[config.mk]
export PLATFORM = sky130hd
export DESIGN_NAME = dbs_bus_ctrl
export DESIGN_NICKNAME = d
export VERILOG_FILES = /design/src/rtl/dbs_pkg.sv /design/src/rtl/dbs_ack_decode.sv /design/src/rtl/dbs_lane_unit.sv /design/src/rtl/dbs_xfer_track.sv /design/src/rtl/dbs_cycle_fsm.sv /design/src/rtl/dbs_bus_ctrl.sv
export SDC_FILE = /design/constraint.sdc
export NUM_CORES = 1
export LEC_CHECK = 0
export BUFFER_PORTS_ARGS = -buffer_cell sky130_fd_sc_hd__buf_2
export CORE_MARGIN = 5
export CORE_UTILIZATION = 56
export DETAILED_ROUTE_END_ITERATION = 6
export GPL_TIMING_DRIVEN = 0
export MAX_ROUTING_LAYER = met4
export PLACE_DENSITY = 0.86
export SYNTH_ARGS = -nofsm -noshare
export SYNTH_HDL_FRONTEND = slang
export SYNTH_SLANG_ARGS = --single-unit
[constraint.sdc]
create_clock -name clk -period 5 [get_ports clk]
set_clock_uncertainty 0.05 [all_clocks]
set_input_delay 0 -clock clk [delete_from_list [all_inputs] [get_ports clk]]
set_output_delay 0 -clock clk [all_outputs]
set_load 0.005 [all_outputs]
[src/rtl/dbs_pkg.sv]
package dbs_pkg;

  localparam int OP_W     = 32;
  localparam int BUS_W    = 16;
  localparam int OP_BYTES = OP_W / 8;
  localparam int CNT_W    = $clog2(OP_BYTES + 1);

  typedef enum logic [1:0] {
    ST_IDLE  = 2'd0,
    ST_ADDR  = 2'd1,
    ST_WAIT  = 2'd2,
    ST_RECOV = 2'd3
  } bus_state_e;

  // Number of bytes named by a request size code.
  function automatic logic [CNT_W-1:0] size_bytes(input logic [1:0] sz);
    case (sz)
      2'd0:    return CNT_W'(1);
      2'd1:    return CNT_W'(2);
      default: return CNT_W'(4);
    endcase
  endfunction

  // Bytes moved by one cycle, given the reported port width and alignment.
  function automatic logic [CNT_W-1:0] step_bytes(input logic port16,
                                                  input logic a0,
                                                  input logic [CNT_W-1:0] rem);
    if (port16 && !a0 && (rem >= CNT_W'(2))) return CNT_W'(2);
    return CNT_W'(1);
  endfunction

  // Byte idx of an operand of nb bytes, idx 0 being the lowest address.
  function automatic logic [7:0] op_byte(input logic [OP_W-1:0] op,
                                         input logic [CNT_W-1:0] nb,
                                         input logic [CNT_W-1:0] idx);
    logic [CNT_W-1:0] pos;
    pos = nb - CNT_W'(1) - idx;
    return op[{pos[1:0], 3'b000} +: 8];
  endfunction

endpackage

[src/rtl/dbs_ack_decode.sv]
module dbs_ack_decode (
  input  logic       window,
  input  logic       iack,
  input  logic [1:0] dsack_n,
  input  logic       berr_n,
  input  logic       halt_n,
  input  logic       avec_n,
  output logic       ev_berr,
  output logic       ev_exc,
  output logic       ev_avec,
  output logic       ev_ack,
  output logic       port16,
  output logic       ev_term
);

  logic code_done;

  always_comb begin
    // only the two mixed codes finish a cycle; 11 and 00 both mean wait
    code_done = (dsack_n == 2'b10) || (dsack_n == 2'b01);
    port16    = (dsack_n == 2'b01);
    ev_berr   = window && !berr_n;
    ev_exc    = ev_berr && !halt_n;
    ev_avec   = window && berr_n && iack && !avec_n;
    ev_ack    = window && berr_n && !ev_avec && code_done;
    ev_term   = ev_berr || ev_avec || ev_ack;
  end

endmodule

[src/rtl/dbs_lane_unit.sv]
module dbs_lane_unit
  import dbs_pkg::*;
(
  input  logic [OP_W-1:0]  op,
  input  logic [CNT_W-1:0] nbytes,
  input  logic [CNT_W-1:0] rem,
  input  logic             a0,
  input  logic             port16,
  input  logic [BUS_W-1:0] din,
  output logic [CNT_W-1:0] step,
  output logic [BUS_W-1:0] dout,
  output logic [BUS_W-1:0] rd_bytes
);

  logic [CNT_W-1:0] idx;
  logic [7:0]       b_first;
  logic [7:0]       b_next;

  always_comb begin
    idx     = nbytes - rem;
    b_first = op_byte(op, nbytes, idx);
    b_next  = (rem >= CNT_W'(2)) ? op_byte(op, nbytes, idx + CNT_W'(1)) : b_first;
    // upper lane always carries the next byte so a narrow port finds it there
    dout    = a0 ? {b_first, b_first} : {b_first, b_next};
    step    = step_bytes(port16, a0, rem);
    if (step == CNT_W'(2))
      rd_bytes = din;
    else if (port16 && a0)
      rd_bytes = {8'h00, din[7:0]};
    else
      rd_bytes = {8'h00, din[15:8]};
  end

endmodule

[src/rtl/dbs_xfer_track.sv]
module dbs_xfer_track
  import dbs_pkg::*;
#(
  parameter int ADDR_W = 24
) (
  input  logic              clk,
  input  logic              rst_n,
  input  logic              start,
  input  logic              req_write,
  input  logic [1:0]        req_size,
  input  logic              req_iack,
  input  logic [ADDR_W-1:0] req_addr,
  input  logic [OP_W-1:0]   req_wdata,
  input  logic              ev_ack,
  input  logic              ev_berr,
  input  logic              ev_exc,
  input  logic              ev_avec,
  input  logic [CNT_W-1:0]  step,
  input  logic [BUS_W-1:0]  rd_bytes,
  output logic [ADDR_W-1:0] addr,
  output logic [CNT_W-1:0]  nbytes,
  output logic [CNT_W-1:0]  rem,
  output logic              wr,
  output logic              iack,
  output logic [OP_W-1:0]   op,
  output logic [OP_W-1:0]   acc,
  output logic              f_berr,
  output logic              f_exc,
  output logic              f_avec,
  output logic              ev_fin
);

  assign ev_fin = ev_berr || ev_avec || (ev_ack && (step == rem));

  always_ff @(posedge clk or negedge rst_n) begin
    if (!rst_n) begin
      addr   <= '0;
      nbytes <= '0;
      rem    <= '0;
      wr     <= 1'b0;
      iack   <= 1'b0;
      op     <= '0;
      acc    <= '0;
      f_berr <= 1'b0;
      f_exc  <= 1'b0;
      f_avec <= 1'b0;
    end else if (start) begin
      addr   <= req_addr;
      nbytes <= size_bytes(req_size);
      rem    <= size_bytes(req_size);
      wr     <= req_write;
      iack   <= req_iack;
      op     <= req_wdata;
      acc    <= '0;
      f_berr <= 1'b0;
      f_exc  <= 1'b0;
      f_avec <= 1'b0;
    end else begin
      if (ev_ack) begin
        addr <= addr + ADDR_W'(step);
        rem  <= rem - step;
        if (!wr) begin
          if (step == CNT_W'(2)) acc <= {acc[OP_W-17:0], rd_bytes};
          else                   acc <= {acc[OP_W-9:0], rd_bytes[7:0]};
        end
      end
      if (ev_berr) begin
        f_berr <= 1'b1;
        f_exc  <= ev_exc;
      end
      if (ev_avec) f_avec <= 1'b1;
    end
  end


  step_fit_chk: assert property (@(posedge clk) disable iff (!rst_n)
    ev_ack |-> (step != '0) && (step <= rem));


  addr_adv_chk: assert property (@(posedge clk) disable iff (!rst_n)
    (ev_ack && !start) |=> (addr == $past(addr) + ADDR_W'($past(step))));

endmodule

[src/rtl/dbs_cycle_fsm.sv]
module dbs_cycle_fsm
  import dbs_pkg::*;
(
  input  logic       clk,
  input  logic       rst_n,
  input  logic       req_valid,
  input  logic       wr,
  input  logic       ev_term,
  input  logic       ev_fin,
  output bus_state_e state,
  output logic       start,
  output logic       as_n,
  output logic       ds_n,
  output logic       window,
  output logic       ready,
  output logic       done
);

  bus_state_e state_nx;
  logic       fin_q;

  always_comb begin
    ready  = (state == ST_IDLE);
    start  = ready && req_valid;
    window = (state == ST_WAIT);
    as_n   = !((state == ST_ADDR) || (state == ST_WAIT));
    // reads strobe data with the address; writes hold data strobe off a clock
    ds_n   = !(((state == ST_ADDR) && !wr) || (state == ST_WAIT));
    done   = (state == ST_RECOV) && fin_q;
    state_nx = state;
    case (state)
      ST_IDLE:  if (start) state_nx = ST_ADDR;
      ST_ADDR:  state_nx = ST_WAIT;
      ST_WAIT:  if (ev_term) state_nx = ST_RECOV;
      ST_RECOV: state_nx = fin_q ? ST_IDLE : ST_ADDR;
      default:  state_nx = ST_IDLE;
    endcase
  end

  always_ff @(posedge clk or negedge rst_n) begin
    if (!rst_n) begin
      state <= ST_IDLE;
      fin_q <= 1'b0;
    end else begin
      state <= state_nx;
      if (ev_term) fin_q <= ev_fin;
    end
  end


  rd_ds_chk: assert property (@(posedge clk) disable iff (!rst_n)
    ($fell(as_n) && !wr) |-> !ds_n);


  wr_ds_lag_chk: assert property (@(posedge clk) disable iff (!rst_n)
    ($fell(as_n) && wr) |-> ds_n ##1 !ds_n);


  strobe_release_chk: assert property (@(posedge clk) disable iff (!rst_n)
    ev_term |=> (as_n && ds_n));


  done_pulse_chk: assert property (@(posedge clk) disable iff (!rst_n)
    done |=> !done);


  busy_ready_chk: assert property (@(posedge clk) disable iff (!rst_n)
    !as_n |-> !ready);

endmodule

[src/rtl/dbs_bus_ctrl.sv]
module dbs_bus_ctrl
  import dbs_pkg::*;
#(
  parameter int ADDR_W = 24
) (
  input  logic              clk,
  input  logic              rst_n,
  input  logic              req_valid,
  input  logic              req_write,
  input  logic [1:0]        req_size,
  input  logic              req_iack,
  input  logic [ADDR_W-1:0] req_addr,
  input  logic [31:0]       req_wdata,
  output logic              req_ready,
  output logic              done,
  output logic [31:0]       done_rdata,
  output logic              done_berr,
  output logic              done_exc,
  output logic              done_avec,
  output logic [ADDR_W-1:0] bus_addr,
  output logic              bus_as_n,
  output logic              bus_ds_n,
  output logic              bus_rd,
  output logic [15:0]       bus_dout,
  output logic              bus_doe,
  input  logic [15:0]       bus_din,
  input  logic [1:0]        dsack_n,
  input  logic              berr_n,
  input  logic              halt_n,
  input  logic              avec_n
);

  bus_state_e       state;
  logic             start, window;
  logic             ev_berr, ev_exc, ev_avec, ev_ack, port16, ev_term, ev_fin;
  logic [CNT_W-1:0] step, nbytes, rem;
  logic [BUS_W-1:0] rd_bytes, lane_out;
  logic [ADDR_W-1:0] addr;
  logic             wr, iack;
  logic [OP_W-1:0]  op, acc;
  logic             f_berr, f_exc, f_avec;

  dbs_cycle_fsm u_fsm (
    .clk(clk), .rst_n(rst_n), .req_valid(req_valid), .wr(wr),
    .ev_term(ev_term), .ev_fin(ev_fin), .state(state), .start(start),
    .as_n(bus_as_n), .ds_n(bus_ds_n), .window(window),
    .ready(req_ready), .done(done)
  );

  dbs_ack_decode u_ack (
    .window(window), .iack(iack), .dsack_n(dsack_n), .berr_n(berr_n),
    .halt_n(halt_n), .avec_n(avec_n), .ev_berr(ev_berr), .ev_exc(ev_exc),
    .ev_avec(ev_avec), .ev_ack(ev_ack), .port16(port16), .ev_term(ev_term)
  );

  dbs_lane_unit u_lane (
    .op(op), .nbytes(nbytes), .rem(rem), .a0(addr[0]), .port16(port16),
    .din(bus_din), .step(step), .dout(lane_out), .rd_bytes(rd_bytes)
  );

  dbs_xfer_track #(.ADDR_W(ADDR_W)) u_track (
    .clk(clk), .rst_n(rst_n), .start(start), .req_write(req_write),
    .req_size(req_size), .req_iack(req_iack), .req_addr(req_addr),
    .req_wdata(req_wdata), .ev_ack(ev_ack), .ev_berr(ev_berr),
    .ev_exc(ev_exc), .ev_avec(ev_avec), .step(step), .rd_bytes(rd_bytes),
    .addr(addr), .nbytes(nbytes), .rem(rem), .wr(wr), .iack(iack),
    .op(op), .acc(acc), .f_berr(f_berr), .f_exc(f_exc), .f_avec(f_avec),
    .ev_fin(ev_fin)
  );

  always_comb begin
    bus_addr   = addr;
    bus_rd     = !wr;
    bus_doe    = wr && ((state == ST_ADDR) || (state == ST_WAIT));
    bus_dout   = lane_out;
    done_rdata = acc;
    done_berr  = f_berr;
    done_exc   = f_exc;
    done_avec  = f_avec;
  end


  reserved_wait_chk: assert property (@(posedge clk) disable iff (!rst_n)
    (window && berr_n && (dsack_n == 2'b00) && !(iack && !avec_n)) |=> !bus_as_n);


  avec_ignored_chk: assert property (@(posedge clk) disable iff (!rst_n)
    (window && !iack && !avec_n && berr_n && (dsack_n[1] == dsack_n[0])) |=> !bus_as_n);


  berr_stop_chk: assert property (@(posedge clk) disable iff (!rst_n)
    (window && !berr_n) |=> (done && done_berr && bus_as_n));


  avec_end_chk: assert property (@(posedge clk) disable iff (!rst_n)
    (window && iack && !avec_n && berr_n) |=> (done && done_avec));

endmodule

==> impl_results.md, run 1 <==
- Post-layout min period: about 3.5 ns
- CTS max path bufs: 2
- Initial core utilization: 0.580
- Top FF cell, synth: dfrtp_1
- Sw frac: 0.444
- Max_cap viols: 0
- CTS buffer count: 9
- Number of flops mapped to enable cells by yosys: 0
- CP arrival: ~3.7 ns
- Tot GR Track Use: 0.331
- Seq cells post-synth: 100
- Clk root buf: clkbuf_8
- Worst path required time: 5.23 ns
- Final setup viols: 0
- Sequential-to-total area share from yosys stat: 0.463
- Gr ovfl total: 0
- Drc violations: 0
- Die area: 11,700 um^2
- Mapped Nets: 674
- Routed len/inst: between 15 and 20 um
- Leakage: 3.82 nW
- Clock Power Share: 0.137
- Final core occ: 0.809
- Period utilisation layout: 0.691
- Psw: between 2 and 2.5 mW
- Pwr/cell area: around 650 nW/um^2
- Worst relative slew slack: 0.232
- Peak VDD IR: 325 uV
- RSZ-0062 raised after global routing: false
- Combinational share of power: 0.549
- Routed WL: approximately 19,000 um
- Synth warnings: 0
- Via count: about 5.7k
- Synthesized cell area: around 5400 um^2
- Antenna diodes: 0
- H-tree levels: 3
- Crit path launch type: register
- Syn avg cell area: about 9.4 um^2
- Vias per Instance: slightly below 6
- # rows: 35
- Setup TNS Final: 0 ns
- Crit Path Class: reg -> reg
- Worst-path clk slew: approximately 0.10 ns
- Power Internal: ~2.7 mW
- Post-CTS Setup Bufs: 0
- Fmax: 0.290 GHz
- Vias in the first global route: 6,023
- Area share of the largest cell type after synthesis: 0.463
- Worst-path maximum fanout: 12
- DIE WIDTH: 108 um
- Pin count of the biggest net entering global routing: 63
- Clk sinks: 100
- CORE AREA: a little over 9000 um^2
- Hold_buf cts: 87
- DIE HEIGHT: between 100 and 150 um
- First-pass GRT wire length: 29,500 um
- Final HPWL DP: ~11,000 um
- DRT iter0 DRCs: about 420
- Fin nets: approximately 940
- Ys async rst share: 1.00
- Worst slew pin tran: 1.14 ns
- Cell count after synthesis: 577
- TritonCTS clock tree: built
- Antenna violations before repair: 0
- Status: complete, no violations
- Synth unique cells: 45
- Final hold vios: 0
- First-pass DRT Iterations: 5
- Post-synth top area cell: dfrtp_1
- Share of layout cells above drive strength 1: 0.247
- RePlAce Congestion: between 0.8 and 0.9
- Sequential share of power: 0.313
- Min-delay worst type: in -> reg
- Worst-skew pair later-pin latency: around 0.36 ns
- Area grow syn2layout: 39.6%
- # IOs: ~170
- Post-route ant nets: 0
- Top cells by area, synth: dfrtp_1 46%, nand2_1 13%, mux2i_1 6.1%, o31ai_1 4.4%, mux4_2 3.3%
- Max-slew violation count: 0
- Number of port buffers: 164
- Post_cts resized: 0
- CP endpoint kind: register
[synth_stat cells, types with 8 or more instances]
| cell type | number |
|---|---|
| o21ai_0 | 27 |
| mux4_2 | 8 |
| ha_1 | 12 |
| o31ai_1 | 32 |
| a22oi_1 | 16 |
| nand3_1 | 14 |
| nor2_1 | 16 |
| mux2i_1 | 33 |
| nand4_1 | 14 |
| dfrtp_1 | 100 |
| inv_1 | 14 |
| nand2_1 | 181 |
| xor2_1 | 19 |
| clkbuf_1 | 23 |
[worst paths after layout]
check | from | end | slack (ns) | cells past startpoint
worst min-delay path | req_valid | u_fsm.state[1] | 0.05 | 5
worst min register to register | u_track.acc[25] | u_track.acc[25] | 0.44 | 2
max in group asynchronous | rst_n | u_track.op[17] | 4.01 | 3
worst max-delay path | u_track.rem[1] | u_track.addr[19] | 1.55 | 9
min in group asynchronous | rst_n | u_fsm.state[0] | 0.21 | 2
worst max register to register | u_track.rem[1] | u_track.addr[19] | 1.55 | 9
[cells in the final DEF (no fill, tap or decap), types with 16 or more instances in the layout]
master         count
nand2_1          181
o31ai_1           32
dfrtp_1          100
mux2i_1           33
dlygate4sd3_1     87
clkbuf_1          24
a22oi_1           16
buf_2            170
nor2_1            16
xor2_1            19
o21ai_0           27
[power by group through the flow]
stage | Sequential (mW) | Clock [mW] | Combinational, mW
after floorplan | 1.47 | 0 | 1.60
after global placement | 1.50 | 0 | 2.45
after detailed placement | 1.53 | 0 | 2.55
after CTS | 1.51 | 0.676 | 2.61
after global routing | 1.58 | 0.710 | 2.95
final | 1.55 | 0.678 | 2.72
[layout make-up]
| type | instances | area [um^2] |
|---|---|---|
| Fill cell | 547 | 1780 |
| Timing Repair Buffer | 252 | 1710 |
| Buffer | 32 | 133 |
| Multi-Input combinational cell | 431 | 2720 |
| Tap cell | 129 | 161 |
| Clock buffer | 10 | 128 |
| Sequential cell | 100 | 2500 |
| Clock inverter | 6 | 136 |
| Inverter | 14 | 52.6 |
[layer usage]
layer | vias to the layer above | routed length [um] | GRT usage
met2 | 387 | 9490 | 0.579
met3 | 81 | 1710 | 0.0651
met4 | 0 | 625 | 0.151
li1 | 2524 | - | -
met1 | 2748 | 6690 | 0.364
met5 | - | 0 | -
[sequential cells by signal (all words and copies together), names as in the netlist, 2 cells and up]
register and cells:
u_fsm.state 2, u_track.acc 32, u_track.addr 24, u_track.op 32, u_track.rem 3
[stage by stage]
step | hold slack [ns] | cell area (um^2) | instances | power, mW | worst slack, ns
5_1_grt | 0.0783 | 7550 | 974 | 5.24 | 1.43
6_report | 0.0540 | 7550 | 974 | 4.94 | 1.55
3_5_place_dp | 0.0855 | 6410 | 871 | 4.07 | 1.69
4_1_cts | 0.0412 | 7550 | 974 | 4.80 | 1.69
2_1_floorplan | -0.346 | 5410 | 577 | 3.07 | 2.32
3_3_place_gp | 0.139 | 6390 | 870 | 3.95 | 1.74
[worst max-delay path, stage by stage, from the launching register on]
cell and delay, ns:
dfrtp_1 0.47, o21ba_2 0.27, nand2_1 0.44, buf_2 0.43, ha_1 0.27, nor2_1 0.08, o31ai_4 0.48, nand3_1 0.26
or3_1 0.40, a31oi_1 0.19
[kinds of logic (layout without fill, tap and decap cells)]
kind of cell               Yosys count  after routing  share of synthesized area
and+or+nand+nor                    251            251                      0.196
DFF                                100            100                      0.463
adders and majority gates           13             13                     0.0315
AOI/OAI and AO/OA                  100            100                      0.131
buffers and inverters               46            314                     0.0342
muxes                               41             41                     0.0944
xor gates and xnor gates            26             26                     0.0498
No activity file was read; power rests on OpenSTA's default activity.
==> run 2, diff against run 1 <==
--- a/config.mk
+++ b/config.mk
@@ -7,11 +7,11 @@
 export LEC_CHECK = 0
 export BUFFER_PORTS_ARGS = -buffer_cell sky130_fd_sc_hd__buf_2
 export CORE_MARGIN = 5
-export CORE_UTILIZATION = 56
+export CORE_UTILIZATION = 47
 export DETAILED_ROUTE_END_ITERATION = 6
 export GPL_TIMING_DRIVEN = 0
 export MAX_ROUTING_LAYER = met4
-export PLACE_DENSITY = 0.86
+export PLACE_DENSITY = 0.77
 export SYNTH_ARGS = -nofsm -noshare
 export SYNTH_HDL_FRONTEND = slang
 export SYNTH_SLANG_ARGS = --single-unit
==> constraint.sdc (replaced) <==
create_clock -name clk -period 2.79 [get_ports clk]
set_clock_uncertainty 0.05 [all_clocks]
set_input_delay 0 -clock clk [delete_from_list [all_inputs] [get_ports clk]]
set_output_delay 0 -clock clk [all_outputs]
set_load 0.005 [all_outputs]
==> run 2 against run 1 <==
Fmax up 30%. Hold slack better by 0.048 ns. Worst setup slack got worse by 1.4 ns.
==> impl_results.md, run 2 (same netlist as run 1, synthesis figures left out) <==
- Status: complete, no violations
- Antenna diodes: 0 (unchanged)
- Worst-path clk slew: 0.07 ns (-0.03 ns)
- Worst R2R Path Depth: 10 (+1)
- CTS max path bufs: 2 (unchanged)
- First-pass DRT Iterations: 5 (unchanged)
- Worst-path maximum fanout: 12 (unchanged)
- CTS buffer count: 9 (unchanged)
- Final hold vios: 0 (unchanged)
- TritonCTS clock tree: built
- Post-layout min period: 2.65 ns (-0.803 ns)
- CP arrival: 2.81 ns (-0.87 ns)
- RePlAce Congestion: 0.874 (-1.1%)
- Hold Crit Start: req_valid
- DRT iter0 DRCs: 416 (unchanged)
- Reg2reg end: u_track.addr[11]
- Setup ws final: 0.140 ns (-1.41 ns)
- Crit path launch type: register
- Hold depth: 4 (-1)
- Fin nets: 941 (+0.43%)
- Flop-to-flop setup slack: 0.14 ns (-1.41 ns)
- Max_cap viols: 0 (unchanged)
- First-pass GRT wire length: 27,300 um (-7.5%)
- Hold WS: 0.102 ns (+0.0484 ns)
- Final HPWL DP: 11,700 um (+3.4%)
- Pre-CTS setup slack: -0.585 ns (-2.27 ns)
- DIE WIDTH: 117 um (+8.3%)
- Final setup viols: 0 (unchanged)
- Top Registers: u_track.acc x32, u_track.op x32, u_track.addr x24
- Pin count of the biggest net entering global routing: 57 (-9.5%)
- Clk sinks: 100 (unchanged)
- Die area: 13,700 um^2 (+17%)
- Post-route ant nets: 0 (unchanged)
- Leakage: 3.87 nW (+1.3%)
- Drc violations: 0 (unchanged)
- Placed Area: 6440 um^2 (+0.39%)
- Gr ovfl total: 0 (unchanged)
- CORE AREA: 11,400 um^2 (+22%)
- Period utilisation layout: 0.950 (+0.259)
- Design Area, Final: 7700 um^2 (+2.1%)
- Clk root buf: clkbuf_16
- Commonest cells after routing, fill and taps aside: 180 x nand2_1, 169 x buf_2, 100 x dfrtp_1, 87 x dlygate4sd3_1, 33 x mux2i_1
- Routed WL: 17,400 um (-6.2%)
- Tot GR Track Use: 0.264 (-0.0667)
- Share of layout cells above drive strength 1: 0.252 (+0.00472)
- Worst path required time: 2.95 ns (-2.28 ns)
- Routed len/inst: 17.5 um (-7.9%)
- Commonest non-fill, non-tap cell in the layout: nand2_1
- Via count: 5,497 (-4.2%)
- # rows: 39 (+11%)
- Fmax: 0.377 GHz (+30%)
- Number of port buffers: 164 (unchanged)
- CP endpoint kind: register
- Min-delay worst type: in -> reg
- Peak VDD IR: 877 uV (+170%)
- Vias per Instance: 5.54 (-6.0%)
- DIE HEIGHT: 117 um (+8.3%)
- Pwr/cell area: 1180 nW/um^2 (+80%)
- Worst slew pin tran: 1.14 ns (-0.000305 ns)
- Hold EP: u_track.rem[0]
- Overall Power: 9.09 mW (+84%)
- Max-slew violation count: 0 (unchanged)
- Area grow syn2layout: 42.4%
- Crit Path Class: reg -> reg
- # IOs: 165 (unchanged)
- H-tree levels: 3 (unchanged)
- Worst relative slew slack: 0.232 (about the same)
- Initial core utilization: 0.476 (-0.104)
- Critical R2R Launch: u_track.rem[1]
- Final core occ: 0.677 (-0.132)
- Worst-skew pair later-pin latency: 0.34 ns (-0.02 ns)
- Antenna violations before repair: 0 (unchanged)
- Vias in the first global route: 5,594 (-7.1%)
==> run 2: cell count changes in the layout (fill, tap and decap cells not counted), sizes merged <==
cell,delta
buf,+4
clkinv,-1
clkinvlp,-1
bufinv,-3
clkbuf,+5
==> run 2: cell type report <==
cell class | instances | area, um^2
Buffer | 32 | 141
Sequential cell | 100 | 2500
Inverter | 14 | 52.6
Fill cell | 858 | 3670
Clock buffer | 15 | 268
Timing Repair Buffer | 256 | 1750
Tap cell | 143 | 179
Clock inverter | 1 | 30.0
Multi-Input combinational cell | 431 | 2780
==> run 2: worst max path at each step <==
stage	slack, ns	from	cells after the start	end
4_1_cts	0.1	u_track.rem[1]	9	u_track.addr[23]
3_3_place_gp	-0.51	u_track.rem[1]	9	u_track.addr[19]
6_report	0.14	u_track.rem[1]	10	u_track.addr[11]
3_5_place_dp	-0.59	u_track.rem[1]	9	u_track.addr[23]
2_1_floorplan	0.11	u_track.rem[1]	9	u_track.addr[19]
5_1_grt	-0.002	u_track.nbytes[0]	9	bus_dout[6]
==> run 2: worst max-delay path: stages (launching register included) <==
cell	delay (ns)
dfrtp_1	0.46
o21ba_2	0.31
nand2_8	0.15
buf_6	0.20
ha_1	0.21
nor2_1	0.08
o31ai_4	0.29
buf_4	0.23
nand4_1	0.16
xor2_1	0.26
o21ai_0	0.10
==> run 2: routing by layer <==
metal,vias up,GRT usage,part of all wire
met1,2649,0.319,0.39
met3,49,0.0463,0.075
met5,-,-,0
met2,261,0.438,0.50
met4,0,0.110,0.031
li1,2538,-,-
==> run 2: through the flow <==
stage,instances,setup TNS (ns)
final,992,0
after global routing,992,-0.00236
after CTS,989,0
after detailed placement,885,-8.33
after global placement,884,-6.28
after floorplan,577,0
==> run 2: repair_timing <==
action                                 CTS  global route
endpoints found under the hold margin  125             0
pin swaps                                1             2
gates resized for setup                  5             8
hold buffers                            87             0
buffers inserted                         1             3
setup endpoints to repair               30            19
==> run 2: power by group <==
group          switching [mW]  total [mW]  internal (mW)
Clock                   0.522        1.27          0.747
Combinational            2.76        5.08           2.32
Sequential              0.634        2.74           2.11
